--- src/rtl/pwr_guard_seq.sv ---
module pwr_guard_seq #(
  parameter int unsigned CLK_HZ  = 100_000_000,
  parameter int unsigned WAIT_US = 2000
) (
  input  logic clk,
  input  logic rst_n,
  input  logic vdd_ok,
  input  logic vdd_low,
  input  logic ctl_ce_n,
  input  logic ctl_we_n,
  output logic mem_ce_n,
  output logic mem_we_n,
  output logic mem_ready
);
  localparam longint unsigned RAW = (longint'(CLK_HZ) * longint'(WAIT_US)) / 64'd1_000_000;
  localparam int unsigned WAIT_CYC = (RAW == 0) ? 1 : int'(RAW);
  localparam int CW = (WAIT_CYC > 1) ? $clog2(WAIT_CYC) : 1;

  typedef enum logic [1:0] {S_INH, S_START, S_RUN} st_t;

  st_t state, nxt;
  logic [CW-1:0] cnt;
  logic ready_q;
  logic last;

  assign last = (cnt == CW'(WAIT_CYC - 1));

  always_comb begin
    nxt = state;
    case (state)
      S_INH:   if (vdd_ok && !vdd_low) nxt = S_START;
      S_START: if (!vdd_ok || vdd_low) nxt = S_INH;
               else if (last)          nxt = S_RUN;
      S_RUN:   if (vdd_low)            nxt = S_INH;
      default:                         nxt = S_INH;
    endcase
  end

  always_ff @(posedge clk or negedge rst_n) begin
    if (!rst_n) begin
      state   <= S_INH;
      cnt     <= '0;
      ready_q <= 1'b0;
    end else begin
      state   <= nxt;
      cnt     <= (state == S_START && nxt == S_START) ? cnt + 1'b1 : '0;
      ready_q <= (nxt == S_RUN);
    end
  end

  assign mem_ready = ready_q;
  assign mem_ce_n  = ctl_ce_n | ~ready_q;
  assign mem_we_n  = ctl_we_n | ~ready_q;
endmodule

--- config.mk ---
export PLATFORM = sky130hd
export DESIGN_NAME = pwr_guard_seq
export DESIGN_NICKNAME = d
export VERILOG_FILES = /design/src/rtl/pwr_guard_seq.sv
export SDC_FILE = /design/constraint.sdc
export NUM_CORES = 1
export LEC_CHECK = 0
export ABC_AREA = 1
export BUFFER_PORTS_ARGS = -buffer_cell sky130_fd_sc_hd__buf_4
export CORE_UTILIZATION = 40
export CTS_BUF_LIST = sky130_fd_sc_hd__clkbuf_16
export DETAILED_ROUTE_END_ITERATION = 10
export GPL_ROUTABILITY_DRIVEN = 1
export PLACE_DENSITY = 0.64
export SYNTH_ARGS = -nofsm -noshare
export SYNTH_HDL_FRONTEND = slang
export SYNTH_SLANG_ARGS = --single-unit
export TNS_END_PERCENT = 5
--- constraint.sdc ---
create_clock -name clk -period 2.5 [get_ports clk]
set_input_delay 0.25 -clock clk [delete_from_list [all_inputs] [get_ports clk]]
set_output_delay 0.25 -clock clk [all_outputs]
set_load 0.1 [all_outputs]
# Yosys cells after proc, flatten, opt, wreduce, memory -nomap -nowiden
# Cells that the tools add are included.
word_totals:
  reg_bits: 21
  in_bits: 6
classes:
  bitwise: 3
  eq_ne: 5
  add_sub_neg: 1
  muxes: 6
  reduce_logical: 6
op_table:
  columns: ["cell", "count"]
  rows:
  - ["18-bit by 1-bit adder with 18-bit output (second input constant)", 1]
  - ["18-bit equality test (second input constant)", 1]
  - ["18-bit 2-to-1 mux", 1]
  - ["2-bit 2-to-1 mux", 4]
  - ["2-bit one-hot mux with 3 select lines", 1]
  - ["2-bit by 1-bit equality test with 1-bit output (second input constant)", 2]
  - ["2-bit equality test (second input constant)", 2]
  - ["1-bit logical AND", 2]
  - ["1-bit logical NOT", 2]
  - ["2-bit logical NOT", 1]
  - ["1-bit bitwise OR", 2]
  - ["1-bit logical OR", 1]
  - ["1-bit NOT", 1]

# Longest topological paths before layout
logic_depth:
  ltp_word: 7
  depth_mapped: 8
  depth_no_buf: 8

# Worst setup path after synthesis
# Ideal clock, no wire load.
synth_timing:
  path_kind: "register -> output"
  start: "reg ready_q, in the netlist mem_ready"
  end: "out mem_ce_n"
  arrival_time_ps: 1716
  required_time_ps: 2250
  stages_incl_launch_ff: 2
  setup_slack_ps: 534
  cell_sequence: "dfrtp_1 > nand2_1"
synth_via:
  elab_chain_len: 2
synth_lines:
  columns: ["element", "line", "rtl"]
  rows:
  - ["start, declared", "23", "logic ready_q;"]
  - ["start signal, assigned", "47", "ready_q <= (nxt == S_RUN);"]
  - ["1-bit NOT", "52", "assign mem_ce_n = ctl_ce_n | ~ready_q;"]
  - ["1-bit bitwise OR", "52", null]
  - ["end, declared", "11", "output logic mem_ce_n,"]
# Every way passes these cells.

# Worst setup path in the final report
layout_timing:
  start: "reg cnt[0]"
  end: "reg state[0]"
layout_via:
  elab_chain_len: 4
layout_lines:
  columns: ["element", "line", "rtl"]
  rows:
  - ["start, declared", "22", "logic [CW-1:0] cnt;"]
  - ["start signal, assigned", "46", "cnt <= (state == S_START && nxt == S_START) ? cnt + 1'b1 : '0;"]
  - ["18-bit equality test", "26", "assign last = (cnt == CW'(WAIT_CYC - 1));"]
  - ["2-bit 2-to-1 mux", "33", "else if (last) nxt = S_RUN;"]
  - ["2-bit 2-to-1 mux", "32", "S_START: if (!vdd_ok || vdd_low) nxt = S_INH;"]
  - ["2-bit one-hot mux with 3 select lines", "30", "case (state)"]
  - ["via nxt[0]", "21", "st_t state, nxt;"]
  - ["end signal, assigned", "45", "state <= nxt;"]
  - ["end, declared", "21", null]
# The timed path passes the listed nets, and every way through them passes these cells.

==> out/metrics.yaml <==
clocking:
  cts_tree: "done"
  cts_buffers: 3
  cts_max_level: 1
  cts.sinks: 21
  cts-root-buf: "clkbuf_16"
  clock_path_buffers: 2
  postCtsSetupBuffers: 0
  postCtsHoldBufs: 1
  cts.repair.resized: 0
  insertion_delay_ps: 250
  clkSlewWorstSetupHoldPaths_ps: 50
synth:
  synth_edf_count: 0
  synth_common_cells: "37 x nor2_1, 30 x nand2_1, 21 x dfrtp_1"
  yosys-top-cells-area: "dfrtp_1 47%, nor2_1 12%, nand2_1 10%"
  synth.yosys.seq_area_share_pct: 47.1
  syn-cell-area_mm2: 0.00112
  netlist.area_leader.share_pct: 47.1
  ys_warn_count: 0
  synth_ff_type: "dfrtp_1"
  postSynthCellCount: 138
  synth_fp_nets: 145
  synth.distinct_cells: 18
  ys_ff_latch: 21
  async_flop_share_pct: 100
  synth_most_common_cell: "nor2_1"
  avgSynthCellArea_um2: 8.09
  yosysTopAreaCell: "dfrtp_1"
final_layout:
  diodes: 0
  final_cell_count_no_fill: 180
  syn_to_final_growth_pct: 15.4
  fin_nets: 158
  drive_gt1_share_pct: 14.0
worst_setup_path:
  cp.arrival_ps: 1680
  worst-path-stages: 6
  timing.rr.start: "cnt[0]"
  critPathMaxStageDelay_ps: 420
  path_class: "reg -> reg"
  crit_buf_inv: 0
  worst_r2r_path_depth: 6
  critPathTopFamily: "simple AND/OR/NAND/NOR gates"
  critPathCaptureType: "flip-flop"
  r2r_slack_ps: 950
  startpoint: "cnt[0]"
  worstPathCellList: "ha_1 > nand3_1 > nor2_1 > nand2_2 > nand2_4 > o31ai_1"
  worst-path-max-fanout: 19
  slowest_stage: "dfrtp_1"
  start_kind: "flip-flop"
  critPathRequiredTime_ps: 2630
pwr:
  switching_power_mw: 0.137
  p_total_mw: 0.700
  p_leak_nw: 0.508
  p_per_area_mw_per_mm2: 544
  combPwrFrac_pct: 3.1
  clkPwrFrac_pct: 47.8
  vdd_ir_drop_max_v: 0.000594
  p_seq_share_pct: 49.1
  p_sw_share_pct: 19.5
  intPower_mw: 0.564
grt:
  grt_pass1_wl_mm: 3.53
  antenna_found_initial: 0
  grt_use_total_pct: 17.3
  grt_max_degree: 22
  grt_overflow: 0
  grt_pass1_vias: 808
sta:
  slew_headroom_pct: 82.0
  whs_ps: 281
  min_period_ps: 1550
  finalCritPeriodShare_pct: 62.0
  timing.setup.tns_ps: 0
  max_clock_freq_mhz: 646
  finClkSkew_ps: 3.13
  worst_slew_pin_slew_ps: 270
  setup_viol: 0
  rsz0062_at_grt: "no"
  slew_viol_final: 0
  hold_viol: 0
routing:
  vias: 853
  antenna_left: 0
  wl_per_cell_um: 11.5
  totalWireLength_mm: 2.08
  first_pass_iters: 4
  drt_iter0_drc: 16
  vias_per_cell: 4.74
  drc: 0
floorplan:
  core_area_mm2: 0.00257
  dieArea_mm2: 0.00301
  die_w_um: 54.8
  die_y_um: 54.8
  initial_core_util_pct: 43.5
  row_count: 18
  io_pins: 9
placement:
  dpl.cell_count: 175
  numPortBuffers: 8
  gp_congestion: 0.853
  post-dp-hpwl_mm: 1.53
worst_hold_path:
  min_from: "vdd_low"
  hold_class: "in -> reg"
  min_path_cells: 4
job:
  maxCapViolations: 0
outcome:
  outcome: "completed"
cell usage in the layout (no fill, tap or decap), types with 3 or more instances in the layout:
cell,netlist,routed
nor2_1,37,37
xor2_1,10,10
nand2_1,30,30
inv_1,11,12
clkbuf_16,0,3
buf_4,0,8
nand3_1,7,7
nand2_2,4,4
dfrtp_1,21,21
nor2_2,4,4
xnor2_1,4,4
power groups by stage:
stage	sequential [mW]	clock (mW)	combinational [mW]
2_1_floorplan	0.349	0	0.00877
3_3_place_gp	0.350	0	0.0210
3_5_place_dp	0.350	0	0.0213
4_1_cts	0.344	0.342	0.0227
5_1_grt	0.344	0.351	0.0252
6_report	0.344	0.335	0.0217
worst min-delay path, delay by kind of cell:
| family | cells | cell delay (ps) |
|---|---|---|
| buf+inv | 2 | 110 |
| compound gates | 1 | 70 |
| simple gates | 1 | 60 |
area by class of cell:
class	count	area [um2]
Clock buffer	3	75.1
Inverter	11	41.3
Clock inverter	1	3.75
Sequential cell	21	526
Fill cell	256	1280
Timing Repair Buffer	9	70.1
Tap cell	30	37.5
Multi-Input combinational cell	105	534
registers in the layout (all words and copies together) (netlist names):
name       flops
mem_ready      1
state          2
cnt           18
final timing paths:
path,to
worst min-delay path,mem_ready
worst max register to register,state[0]
min in group asynchronous,cnt[7]
worst min register to register,state[0]
max in group asynchronous,cnt[9]
worst max-delay path,state[0]
through the flow:
| stage | utilization, % | setup slack, ps | area [um2] |
|---|---|---|---|
| floorplan | - | 534 | 1120 |
| global placement | 46.7 | 1040 | 1200 |
| detailed placement | 46.7 | 948 | 1200 |
| CTS | 50.1 | 942 | 1290 |
| global route | 50.1 | 769 | 1290 |
| finish | 50.1 | 951 | 1290 |
layer usage:
metal / share of wire (%) / GRT usage [%] / up-vias / wire (um)
met4: 1.2 / 6.41 / 0 / 24
met5: 0 / 0 / - / 0
li1: - / - / 445 / -
met1: 48 / 21.4 / 379 / 1000
met2: 46 / 26.7 / 25 / 956
met3: 4.5 / 6.94 / 4 / 93
kinds of logic after synthesis:
group                      synth area share (%)
and+or+nand+nor                            32.8
AOI/OAI and AO/OA                          2.91
xor gates and xnor gates                   11.0
DFF                                        47.1
buffers and inverters                      5.04
adders and majority gates                  1.12
Power figures use the tool's default switching activity.
